--- config.mk ---
export PLATFORM = sky130hd
export DESIGN_NAME = gpio_irq_unit
export DESIGN_NICKNAME = d
export VERILOG_FILES = /design/src/rtl/gpint_pkg.sv /design/src/rtl/gpint_cfg.sv /design/src/rtl/gpint_detect.sv /design/src/rtl/gpint_status.sv /design/src/rtl/gpio_irq_unit.sv
export SDC_FILE = /design/constraint.sdc
export NUM_CORES = 1
export LEC_CHECK = 0
export BUFFER_PORTS_ARGS = -buffer_cell sky130_fd_sc_hd__buf_2
export CORE_MARGIN = 1
export CORE_UTILIZATION = 54
export DETAILED_ROUTE_END_ITERATION = 16
export PLACE_DENSITY = 0.76
export REMOVE_ABC_BUFFERS = 1
export SLEW_MARGIN = 20
export SYNTH_ARGS = -nofsm -noshare
export SYNTH_HDL_FRONTEND = slang
export SYNTH_HIERARCHICAL = 1
export SYNTH_SLANG_ARGS = --single-unit
--- constraint.sdc ---
create_clock -name clk -period 1.3 [get_ports clk]
set_input_delay 0.13 -clock clk [delete_from_list [all_inputs] [get_ports clk]]
set_output_delay 0.13 -clock clk [all_outputs]
set_load 0.01 [all_outputs]
--- src/rtl/gpint_pkg.sv ---
// Package: shared constants and register selectors for the GPIO interrupt unit.
// Assumes a word-addressed register port with a 3-bit address.
package gpint_pkg;

    localparam int ADDR_W = 3;

    typedef enum logic [ADDR_W-1:0] {
        SEL_MASK     = 3'd0,  // read-only mask, 1 = masked
        SEL_UNMASK   = 3'd1,  // write-one unmask strobe
        SEL_MASKSET  = 3'd2,  // write-one mask strobe
        SEL_STATUS   = 3'd3,  // sticky status, write-one-to-clear
        SEL_KIND     = 3'd4,  // 1 = edge, 0 = level
        SEL_SENSE    = 3'd5,  // 1 = rising/high, 0 = falling/low
        SEL_BOTH     = 3'd6,  // both-edge enable
        SEL_SPARE    = 3'd7   // reserved, reads 0
    } reg_sel_e;

endpackage

--- src/rtl/gpint_cfg.sv ---
// Module: gpint_cfg
// Holds the per-pin trigger configuration and the interrupt mask.
// Assumes: write data is stable while reg_wr is high at a clock edge.
// The mask only moves through the unmask and mask-set strobes.
module gpint_cfg
    import gpint_pkg::*;
#(
    parameter int NPINS = 32
) (
    input  logic              clk,
    input  logic              rst_n,
    input  logic              reg_wr,
    input  logic [ADDR_W-1:0] reg_addr,
    input  logic [NPINS-1:0]  reg_wdata,
    output logic [NPINS-1:0]  kind_q,
    output logic [NPINS-1:0]  sense_q,
    output logic [NPINS-1:0]  both_q,
    output logic [NPINS-1:0]  mask_q
);

    localparam logic [NPINS-1:0] ALL_ONES = {NPINS{1'b1}};

    logic wr_kind, wr_sense, wr_both, wr_unmask, wr_maskset;

    // Decode the write strobes for each configuration target.
    always_comb begin
        wr_kind    = reg_wr && (reg_addr == SEL_KIND);
        wr_sense   = reg_wr && (reg_addr == SEL_SENSE);
        wr_both    = reg_wr && (reg_addr == SEL_BOTH);
        wr_unmask  = reg_wr && (reg_addr == SEL_UNMASK);
        wr_maskset = reg_wr && (reg_addr == SEL_MASKSET);
    end

    // Plain read/write trigger configuration registers.
    always_ff @(posedge clk) begin
        if (!rst_n) begin
            kind_q  <= '0;
            sense_q <= '0;
            both_q  <= '0;
        end else begin
            if (wr_kind)  kind_q  <= reg_wdata;
            if (wr_sense) sense_q <= reg_wdata;
            if (wr_both)  both_q  <= reg_wdata;
        end
    end

    // Mask register: write-one strobes set or clear individual bits.
    always_ff @(posedge clk) begin
        if (!rst_n) begin
            mask_q <= ALL_ONES;
        end else if (wr_unmask) begin
            mask_q <= mask_q & ~reg_wdata;
        end else if (wr_maskset) begin
            mask_q <= mask_q | reg_wdata;
        end
    end

    AST_UNMASK_CLEARS: assert property (@(posedge clk) disable iff (!rst_n)
        wr_unmask |=> ((mask_q & $past(reg_wdata)) == '0));

    AST_MASKSET_SETS: assert property (@(posedge clk) disable iff (!rst_n)
        wr_maskset |=> ((mask_q & $past(reg_wdata)) == $past(reg_wdata)));

    AST_MASK_HOLDS: assert property (@(posedge clk) disable iff (!rst_n)
        !(wr_unmask || wr_maskset) |=> $stable(mask_q));

endmodule

--- src/rtl/gpint_detect.sv ---
// Module: gpint_detect
// Turns pin levels into one-cycle event pulses, per pin, from the trigger config.
// Assumes: pin_lvl is already synchronous to clk. The previous-level register
// follows the pins during reset too, so no edge is seen on leaving reset.
module gpint_detect #(
    parameter int NPINS = 32
) (
    input  logic             clk,
    input  logic [NPINS-1:0] pin_lvl,
    input  logic [NPINS-1:0] kind_q,
    input  logic [NPINS-1:0] sense_q,
    input  logic [NPINS-1:0] both_q,
    output logic [NPINS-1:0] event_vec
);

    logic [NPINS-1:0] prev_q;

    // Remember the level seen at the last clock edge for edge detection.
    always_ff @(posedge clk) begin
        prev_q <= pin_lvl;
    end

    for (genvar p = 0; p < NPINS; p++) begin : g_pin
        logic rise, fall, edge_hit, level_hit;

        // Per-pin event: edge or level condition selected by the config bits.
        always_comb begin
            rise      = pin_lvl[p] & ~prev_q[p];
            fall      = ~pin_lvl[p] & prev_q[p];
            edge_hit  = both_q[p] ? (rise | fall)
                                  : (sense_q[p] ? rise : fall);
            level_hit = (pin_lvl[p] == sense_q[p]);
            event_vec[p] = kind_q[p] ? edge_hit : level_hit;
        end
    end

    AST_LEVEL_EVENT: assert property (@(posedge clk)
        ((~kind_q & ~(pin_lvl ^ sense_q)) & ~event_vec) == '0);

endmodule

--- src/rtl/gpint_status.sv ---
// Module: gpint_status
// Sticky per-pin status with write-one clear, and the registered interrupt.
// Assumes: clr_vec is nonzero only in a cycle that writes the status address.
// A new event on the same edge as a clear keeps the bit set.
module gpint_status #(
    parameter int NPINS = 32
) (
    input  logic             clk,
    input  logic             rst_n,
    input  logic [NPINS-1:0] event_vec,
    input  logic [NPINS-1:0] clr_vec,
    input  logic [NPINS-1:0] mask_q,
    output logic [NPINS-1:0] status_q,
    output logic             irq_q
);

    logic [NPINS-1:0] pending;

    // Pending set: latched conditions whose pin is unmasked.
    always_comb begin
        pending = status_q & ~mask_q;
    end

    // Status latch: clear on write-one, then OR in the new events.
    always_ff @(posedge clk) begin
        if (!rst_n) begin
            status_q <= '0;
        end else begin
            status_q <= (status_q & ~clr_vec) | event_vec;
        end
    end

    // Registered interrupt request from any pending pin.
    always_ff @(posedge clk) begin
        if (!rst_n) begin
            irq_q <= 1'b0;
        end else begin
            irq_q <= |pending;
        end
    end

    AST_STATUS_STICKY: assert property (@(posedge clk) disable iff (!rst_n)
        1'b1 |=> ((($past(status_q) & ~$past(clr_vec)) & ~status_q) == '0));

    AST_EVENT_WINS: assert property (@(posedge clk) disable iff (!rst_n)
        1'b1 |=> (($past(event_vec) & ~status_q) == '0));

    AST_IRQ_QUIET: assert property (@(posedge clk) disable iff (!rst_n)
        ((status_q & ~mask_q) == '0) |=> !irq_q);

    AST_IRQ_RAISE: assert property (@(posedge clk) disable iff (!rst_n)
        ((status_q & ~mask_q) != '0) |=> irq_q);

endmodule

--- src/rtl/gpio_irq_unit.sv ---
// Module: gpio_irq_unit (top)
// Interrupt detect and mask unit for one GPIO bank: configuration, detection,
// sticky status and the combined interrupt, plus the register read mux.
// Assumes: pins are pre-synchronized. Reads are combinational and writes act
// on the sampling clock edge.
module gpio_irq_unit
    import gpint_pkg::*;
#(
    parameter int NPINS = 32
) (
    input  logic              clk,
    input  logic              rst_n,
    input  logic [NPINS-1:0]  pin_lvl,
    input  logic              reg_wr,
    input  logic [ADDR_W-1:0] reg_addr,
    input  logic [NPINS-1:0]  reg_wdata,
    output logic [NPINS-1:0]  reg_rdata,
    output logic              irq
);

    logic [NPINS-1:0] kind_q, sense_q, both_q, mask_q;
    logic [NPINS-1:0] event_vec, clr_vec, status_q;

    gpint_cfg #(.NPINS(NPINS)) i_cfg (
        .clk       (clk),
        .rst_n     (rst_n),
        .reg_wr    (reg_wr),
        .reg_addr  (reg_addr),
        .reg_wdata (reg_wdata),
        .kind_q    (kind_q),
        .sense_q   (sense_q),
        .both_q    (both_q),
        .mask_q    (mask_q)
    );

    gpint_detect #(.NPINS(NPINS)) i_detect (
        .clk       (clk),
        .pin_lvl   (pin_lvl),
        .kind_q    (kind_q),
        .sense_q   (sense_q),
        .both_q    (both_q),
        .event_vec (event_vec)
    );

    // Write-one-to-clear vector for the status register.
    always_comb begin
        clr_vec = (reg_wr && (reg_addr == SEL_STATUS)) ? reg_wdata : '0;
    end

    gpint_status #(.NPINS(NPINS)) i_status (
        .clk       (clk),
        .rst_n     (rst_n),
        .event_vec (event_vec),
        .clr_vec   (clr_vec),
        .mask_q    (mask_q),
        .status_q  (status_q),
        .irq_q     (irq)
    );

    // Read mux: write-only strobes and the spare address read as zero.
    always_comb begin
        case (reg_addr)
            SEL_MASK:   reg_rdata = mask_q;
            SEL_STATUS: reg_rdata = status_q;
            SEL_KIND:   reg_rdata = kind_q;
            SEL_SENSE:  reg_rdata = sense_q;
            SEL_BOTH:   reg_rdata = both_q;
            default:    reg_rdata = '0;
        endcase
    end

    AST_RESET_MASKED: assert property (@(posedge clk)
        !rst_n |=> (mask_q == {NPINS{1'b1}}) && !irq);

endmodule

=== After elaboration in Yosys (flattened, before gate mapping) ===
Index checks and enable logic that the tools add are counted.

* Equality and inequality tests: 38
* Mux-type cells: 100
* Bitwise logic cells: 168
* Reduce and logical (&&, ||, !) cells: 9

{| class="wikitable"
|+ Operators by type and width
! kind !! number
|-
| $pmux 32 s5 || 1
|-
| $and 32x32->32 || 3
|-
| $mux 1 || 96
|-
| $mux 32 || 3
|-
| $not 32->32 || 3
|-
| $and 1x1->1 || 64
|-
| $not 1->1 || 64
|-
| $or 32x32->32 || 2
|-
| $eq 1x1->1 || 32
|-
| $or 1x1->1 || 32
|-
| $reduce_or 32->1 || 1
|-
| $eq 3x3->1 const B || 3
|-
| $eq 3x2->1 const B || 2
|-
| $logic_and 1x1->1 || 6
|-
| $eq 3x1->1 const B || 1
|-
| $logic_not 3->1 || 1
|-
| $reduce_bool 2->1 || 1
|}

* Register bits after elaboration: 193
* Bits of input ports: 70
* Logic and storage cells: 322

=== Longest topological paths before layout ===
Gate-level depths: netlist of the first run.

* Word-level depth: 6
* Gate-level depth with buffers: 9

=== Modules after synthesis ===
Netlist of the first run, hierarchy kept.

{| class="wikitable"
|+ By module, submodules not included
! module !! times used !! cells each !! area an instance (µm²)
|-
| gpint_cfg || 1 || 532 || 4,715.8
|-
| gpint_detect || 1 || 320 || 3,123.0
|-
| gpio_irq_unit || 1 || 225 || 1,556.5
|-
| gpint_status || 1 || 186 || 1,333.8
|}

=== Least setup slack after synthesis of the first run ===
No wires, ideal clock.

* Path kind: input-to-reg
* Start point: input port reg_addr[0]
* End point: register i_status.status_q[10]
* Setup time: 117 ps
* Arrival time: 1,139 ps
* Data required time: 1,183 ps
* Path slack: 44 ps
* Cell stages on the path: 9
* Path buffers: 3
* Cells stage by stage: buf_6 and2_1 buf_6 and3b_4 buf_6 and2_1 inv_1 a21oi_1 nor2_1

* Word-level cells in the longest chain between the ends: 6

{| class="wikitable"
|+ RTL lines
! element !! RTL line !! text
|-
| start: declaration || gpio_irq_unit.sv:15 || <nowiki>input logic [ADDR_W-1:0] reg_addr,</nowiki>
|-
| $eq 3x2->1 || gpio_irq_unit.sv:47 || <nowiki>clr_vec = (reg_wr && (reg_addr == SEL_STATUS)) ? reg_wdata : '0;</nowiki>
|-
| $logic_and 1x1->1 || gpio_irq_unit.sv:47 ||
|-
| $mux 32 || gpio_irq_unit.sv:47 ||
|-
| named net clr_vec[10] || gpio_irq_unit.sv:22 || <nowiki>logic [NPINS-1:0] event_vec, clr_vec, status_q;</nowiki>
|-
| $not 32->32 || gpint_status.sv:29 || <nowiki>status_q <= (status_q & ~clr_vec) | event_vec;</nowiki>
|-
| $and 32x32->32 || gpint_status.sv:29 ||
|-
| $or 32x32->32 || gpint_status.sv:29 ||
|-
| end signal: assignment || gpint_status.sv:29 ||
|-
| end: declaration || gpint_status.sv:13 || <nowiki>output logic [NPINS-1:0] status_q,</nowiki>
|}

The timed path passes the listed nets, and every way through them passes these cells.
A chain may end at the register's enable or synchronous reset.

=== Worst setup path after layout of the first run ===
* Start point: register i_cfg.kind_q[23]
* End point: output port reg_rdata[23]

* Word-level cells in the longest chain between the ends: 1

{| class="wikitable"
|+ RTL lines
! element !! RTL line !! text
|-
| start: declaration || gpint_cfg.sv:15 || <nowiki>output logic [NPINS-1:0] kind_q,</nowiki>
|-
| start signal: assignment || gpint_cfg.sv:41 || <nowiki>if (wr_kind) kind_q <= reg_wdata;</nowiki>
|-
| $pmux 32 s5 || gpio_irq_unit.sv:62 || <nowiki>case (reg_addr)</nowiki>
|-
| end: declaration || gpio_irq_unit.sv:17 || <nowiki>output logic [NPINS-1:0] reg_rdata,</nowiki>
|}

Every way passes these cells.

==> reports/qor.txt, run 1 <==
Failing checks -> negative setup slack
Minimum clock period -> 1.70 ns
Initial Utilization -> 55.1%
Most frequent cells in the layout -> nand2_1 (159), inv_1 (135), buf_4 (101)
Mapped Cells -> 1,263
Seq/Total Area, Yosys -> 36.0%
Most common cell after layout, fill and taps aside -> nand2_1
CP endpoint kind -> output port
Routed Antenna Nets -> 0
Synth Cell Area -> 10,700 sq um
I/O pin cnt -> 103
Wire per inst -> 18.1 microns
Yosys top cell area share -> 36.0%
DIE WIDTH -> 143 microns
Fmax -> 589 MHz
Finished layout cell area -> 14,800 sq um
Non-Filler Instances -> 1,774
Critical path fanouts, max -> 2
Slew Viols, Final -> 0
Initial antenna violation count -> 1
Setup-failing EPs final -> 47
CP peak stage delay -> 0.32 ns
1st-iter DRT viols -> 752
Tcrit/Tclk final -> 131%
Synthesized flop and latch total -> 193
Vias per cell -> 5.85
Max-cap violations -> 0
Inserted Clock Buffers -> 17
Core Footprint -> 19,500 sq um
Lkg Pwr -> 6.21 nW
Worst Skew -> 0.00914 ns
DP Area -> 12,000 sq um
Maximum VDD drop -> 1050 uV
Die Y -> 143 microns
CTS Buffer Depth -> 2
Clock-pin slew on the worst setup and hold paths -> 0.07 ns
Cell taking the most area after synthesis -> dfxtp_1
Global route overflow -> 0
Synth top area cells -> dfxtp_1 (36%), ha_1 (7.5%), inv_1 (5.6%)
Slew headroom -> 71.8%
Via count -> 10,400
Critical path cell sequence -> mux2_2 > a221oi_2 > a31oi_1 > buf_2
H-Tree Level Count -> 4
Slew @ Worst Pin -> 0.423 ns
Vias in the first global route -> 9,780
Layout area overhead -> 37.5%
Pwr per Cell Area -> 957 nW/um^2
Crit path arrival time -> 1.57 ns
Critical path class -> flop to output port
DP HPWL -> 19,000 microns
HP Class -> input pin to flop
Row count -> 51
Proportion of layout cells with a drive suffix above 1 -> 37.8%
Mapped Avg Cell Area -> 8.49 sq um
Status -> complete, but fails checks
Drt first pass iters -> 6
Die area -> 20,400 sq um
CP required -> 1.17 ns
YS warnings -> 6
Number of synthesized flops with an enable pin -> 0
Final hold vios -> 0
DP Cell Count -> 1,635
Clock sink total -> 193
Worst setup margin -> -0.397 ns
Largest net degree at the start of global routing -> 39
Cell variety after synth -> 37
Crit path buf inv count -> 1
First-pass GRT wire length -> 47,800 microns
Ys async rst share -> 0%
Dominant synthesized flop cell -> dfxtp_1
Total wire length -> 32,100 microns
Skew-Pair Late Insertion Delay -> 0.44 ns
Final design utilization -> 75.8%
CP Launch Type -> flop
Root buf cell -> clkbuf_16
RSZ-0062 raised after global routing -> true
Top delay family on crit path -> compound AO/OA/AOI/OAI gates
Design Power -> 14.1 mW
DRC violations left -> 0
Slowest cell on crit path -> dfxtp_1
Total Routing Usage GR -> 29.8%
Sum Neg Setup Slack -> -7.84 ns
RePlAce Congestion -> 0.810
Layout Nets -> 1,628
CTS tree -> done
Buffers on Ports -> 102
[cell usage after synthesis, types with 33 or more instances]
cell type,n
dfxtp_1,193
xor2_1,33
clkbuf_1,33
and2_1,33
o21ai_0,96
inv_1,161
nand2_1,159
ha_1,64
nor2_1,34
nand3_1,64
[worst min-delay path: cells and delay by family]
family	cells	cell delay, ns
simple gates	1	0.08
buf+inv	1	0.14
compound gates	1	0.07
[final cells by class]
cell class | instances | area [sq um]
clock inverter | 10 | 134
clock buffer | 21 | 460
inverter | 161 | 604
sequential | 193 | 4020
tap | 265 | 332
timing repair buffer | 288 | 2410
fill | 1239 | 4710
multi-input combinational | 833 | 6790
antenna | 3 | 7.51
[layer usage]
| layer | global-route usage, % | vias to the layer above | wire [microns] |
|---|---|---|---|
| met1 | 36.3 | 5041 | 13000 |
| met4 | 11.6 | 0 | 1110 |
| met3 | 4.73 | 101 | 1970 |
| met2 | 52.5 | 415 | 16000 |
| li1 | - | 4813 | - |
| met5 | 0 | - | 0 |
[worst paths after layout]
kind | cells past startpoint | to | slack (ns) | from
hold reg to reg | 2 | i_cfg/both_q[15] | 0.51 | i_cfg/both_q[15]
hold / removal | 3 | i_cfg/kind_q[18] | 0.03 | reg_wdata[18]
setup / recovery | 4 | reg_rdata[23] | -0.40 | i_cfg/kind_q[23]
setup reg to reg | 7 | i_status/status_q[29] | -0.09 | i_detect/prev_q[29]
[where the power goes]
part           switching, mW  internal, mW  leakage (nW)
sequential             0.218          6.14          1.62
clock                   2.26          3.11         0.289
combinational           1.28          1.11          4.31
total                   3.76          10.4          6.21
[cells by family (layout without fill, tap and decap cells)]
| logic type | count (synthesis) | after routing | share of synthesized area (%) |
|---|---|---|---|
| compound gates | 337 | 337 | 21.9 |
| flops | 193 | 193 | 36.0 |
| mux | 64 | 64 | 7.48 |
| xor+xnor | 33 | 33 | 2.69 |
| fa+ha+maj | 64 | 64 | 7.46 |
| simple gates | 335 | 335 | 14.7 |
| buf+inv | 237 | 480 | 9.78 |
| other cells | 0 | 3 | 0 |
[what timing repair did]
| action | CTS | global route |
|---|---|---|
| resized for setup | 180 | 145 |
| buffers inserted | 43 | 2 |
| hold endpoints to repair | 112 | 0 |
| hold buffers | 63 | 0 |
| pin swaps | 32 | 56 |
| setup endpoints to repair | 49 | 65 |
[stage by stage]
step	setup WS (ns)	hold slack, ns
after floorplan	-0.740	0.158
after CTS	-0.355	0.00227
after global placement	-0.264	0.287
after global routing	-0.454	0.0198
after detailed placement	-0.288	0.289
final	-0.397	0.0296
(Power assumes the default switching activity.)
==> inputs of run 2 (changes only) <==
- ABC_AREA: unset -> 1
- CAP_MARGIN: unset -> 0
- CORE_ASPECT_RATIO: unset -> 1.75
- CORE_UTILIZATION: 54 -> 55
==> run 2 against run 1 <==
Critical endpoint is now reg_rdata[3]. Largest power group unchanged. Worst setup slack improved by 0.20 ns. Hold slack got worse by 0.016 ns. The run still ends with negative setup slack left. Via count increased by 24%. Global-route usage increased by 1.7 points. Sequential power increased by 0.9%. Critical path type unchanged. Sequential share of layout area decreased by 0.21 points. Clock skew decreased by 0.00091 ns. Sequential cell count unchanged.
==> reports/qor.txt, run 2 <==
Critical path class -> flop to output port
CTS Buffer Depth -> 2
Tcrit/Tclk final -> 115%
Buffers on Ports -> 102
Initial antenna violation count -> 1
Layout area overhead -> 26.8%
Sum Neg Setup Slack -> -1.20 ns
Inserted Clock Buffers -> 17
Non-Filler Instances -> 2,512
Slowest cell on crit path -> dfxtp_2
Crit path buf inv count -> 1
Global route overflow -> 0
Maximum VDD drop -> 872 uV
R2r endpoint -> i_status/irq_q
Lkg Pwr -> 7.95 nW
HP Start -> reg_wdata[20]
Die Y -> 197 microns
Wire per inst -> 13.9 microns
H-Tree Level Count -> 4
Slew @ Worst Pin -> 0.270 ns
Reg power frac -> 45.5%
Ys async rst share -> 0%
Hold Path Cell Cnt -> 4
Clock power share -> 35.8%
Logic pwr share -> 18.7%
Most common cell after layout, fill and taps aside -> nand2_1
YS warnings -> 6
Final design utilization -> 71.6%
Die area -> 22,300 sq um
CP endpoint kind -> output port
Core Footprint -> 21,100 sq um
Synth top area cells -> dfxtp_1 (32%), nand2_1 (17%), inv_1 (13%)
Vias per cell -> 5.11
Dominant synthesized flop cell -> dfxtp_1
R2R Setup Slk -> 0.07 ns
1st-iter DRT viols -> 734
Minimum clock period -> 1.50 ns
Mapped Avg Cell Area -> 6.00 sq um
Pwr per Cell Area -> 932 nW/um^2
Slew headroom -> 82.0%
Worst Skew -> 0.00822 ns
Worst setup margin -> -0.198 ns
First-pass GRT wire length -> 55,700 microns
Layout Nets -> 2,347
I/O pin cnt -> 103
Proportion of layout cells with a drive suffix above 1 -> 22.5%
Vias in the first global route -> 12,300
Synthesized flop and latch total -> 193
Met3 WL -> 1890 microns
DIE WIDTH -> 113 microns
Worst reg-to-reg path cell count -> 8
Cell taking the most area after synthesis -> dfxtp_1
RSZ-0062 raised after global routing -> true
DP Cell Count -> 2,362
CP peak stage delay -> 0.33 ns
Critical path fanouts, max -> 2
Initial Utilization -> 56.5%
Row count -> 70
DP Area -> 13,200 sq um
Most frequent cells in the layout -> nand2_1 (521), inv_1 (406), nor2_1 (331)
Top-count cell post-synth -> nand2_1
Clock sink total -> 193
Failing checks -> negative setup slack
Total Routing Usage GR -> 31.5%
Sw Share -> 28.9%
CP Launch Type -> flop
Int Power -> 10.0 mW
Seq/Total Area, Yosys -> 32.4%
Skew-Pair Late Insertion Delay -> 0.44 ns
Metal-1 WL -> 13,200 microns
Setup-failing EPs final -> 31
Yosys top cell area share -> 32.4%
RePlAce Congestion -> 0.877
Total wire length -> 34,900 microns
DRC violations left -> 0
Hold WS -> 0.0139 ns
Routed wl met2 -> 18,000 microns
Max-cap violations -> 0
CP required -> 1.17 ns
Fmax -> 668 MHz
Cell variety after synth -> 25
Slew Viols, Final -> 0
Largest net degree at the start of global routing -> 46
Routed Antenna Nets -> 0
DP HPWL -> 23,200 microns
HP Class -> input pin to flop
Mapped Cells -> 1,988
Synth Cell Area -> 11,900 sq um
WP depth -> 5
Launching point of the worst reg2reg path -> i_status/status_q[1]
Status -> complete, but fails checks
CTS tree -> done
Root buf cell -> clkbuf_16
Post-synth top cells -> nand2_1 (526), inv_1 (416), nor2_1 (342)
Net Switching -> 4.07 mW
Critical path cell sequence -> nand4_1 > nand2_1 > nor2_1 > nand2_1 > buf_2
Finished layout cell area -> 15,100 sq um
Via count -> 12,800
Crit-path most repeated cell -> nand2_1
Drt first pass iters -> 5
Top delay family on crit path -> simple AND/OR/NAND/NOR gates
Number of synthesized flops with an enable pin -> 0
Clock-pin slew on the worst setup and hold paths -> 0.07 ns
Top routing layer used -> met4
Final hold vios -> 0
Crit path arrival time -> 1.37 ns
[run 2: power groups by stage]
stage          Clock (mW)  Combinational [mW]  Sequential (mW)
5_1_grt              5.33                2.92             6.44
4_1_cts              5.11                2.53             6.41
6_report             5.04                2.64             6.42
3_3_place_gp            0                2.16             6.55
3_5_place_dp            0                2.23             6.56
2_1_floorplan           0                1.22             6.50
[run 2: worst reg2reg max path, cell delays in order, from the launching register on]
cell and delay [ns]:
dfxtp_2 0.32, buf_4 0.12, buf_4 0.12, nand2_1 0.06, nand2_1 0.05, nor2_1 0.18, nand2_1 0.08, nor2_1 0.10
a21oi_1 0.09
[run 2: cell type report]
class	count	area, sq um
antenna	1	2.50
clock buffer	19	453
clock inverter	10	87.6
fill	1745	5990
inverter	420	1580
multi-input combinational	1295	6190
sequential	193	4080
tap	288	360
timing repair buffer	286	2360
[run 2: worst max path at each step]
stage                              endpoint                 start  slack, ns
final                          reg_rdata[3]      i_cfg/sense_q[3]      -0.20
after global routing           reg_rdata[3]       i_cfg/both_q[3]      -0.23
after CTS                      reg_rdata[1]  i_status/status_q[1]      -0.08
after detailed placement  i_cfg/sense_q[11]           reg_addr[2]      -0.08
after global placement         reg_rdata[1]           reg_addr[2]      -0.07
after floorplan                        flop                reg_wr      -0.47
[run 2: kinds of logic (layout without fill, tap and decap cells)]
| family | after synthesis | count (layout) | share of synthesized area, % |
|---|---|---|---|
| DFF | 193 | 193 | 32.4 |
| AOI/OAI and AO/OA | 129 | 129 | 5.48 |
| and+or+nand+nor | 1102 | 1102 | 38.2 |
| adders and majority gates | 64 | 64 | 6.72 |
| other | 0 | 1 | 0 |
| buffers and inverters | 500 | 735 | 17.2 |
[run 2: stage by stage]
step / worst slack, ns / power [mW]
after CTS: -0.0771 / 14.0
final: -0.198 / 14.1
after global routing: -0.231 / 14.7
after global placement: -0.0710 / 8.70
after floorplan: -0.473 / 7.72
after detailed placement: -0.0766 / 8.79
[run 2: what timing repair did]
item	CTS	global route
gates cloned	0	0
resized for setup	167	65
setup endpoints to repair	32	32
hold endpoints to repair	34	0
hold buffers	34	0
setup buffers	72	14
pin swaps	59	51
[run 2: metal layers]
layer | vias up | GRT usage, %
li1 | 6381 | -
met1 | 5904 | 32.7
met2 | 423 | 58.3
met3 | 132 | 5.29
met4 | 0 | 19.6
met5 | - | 0
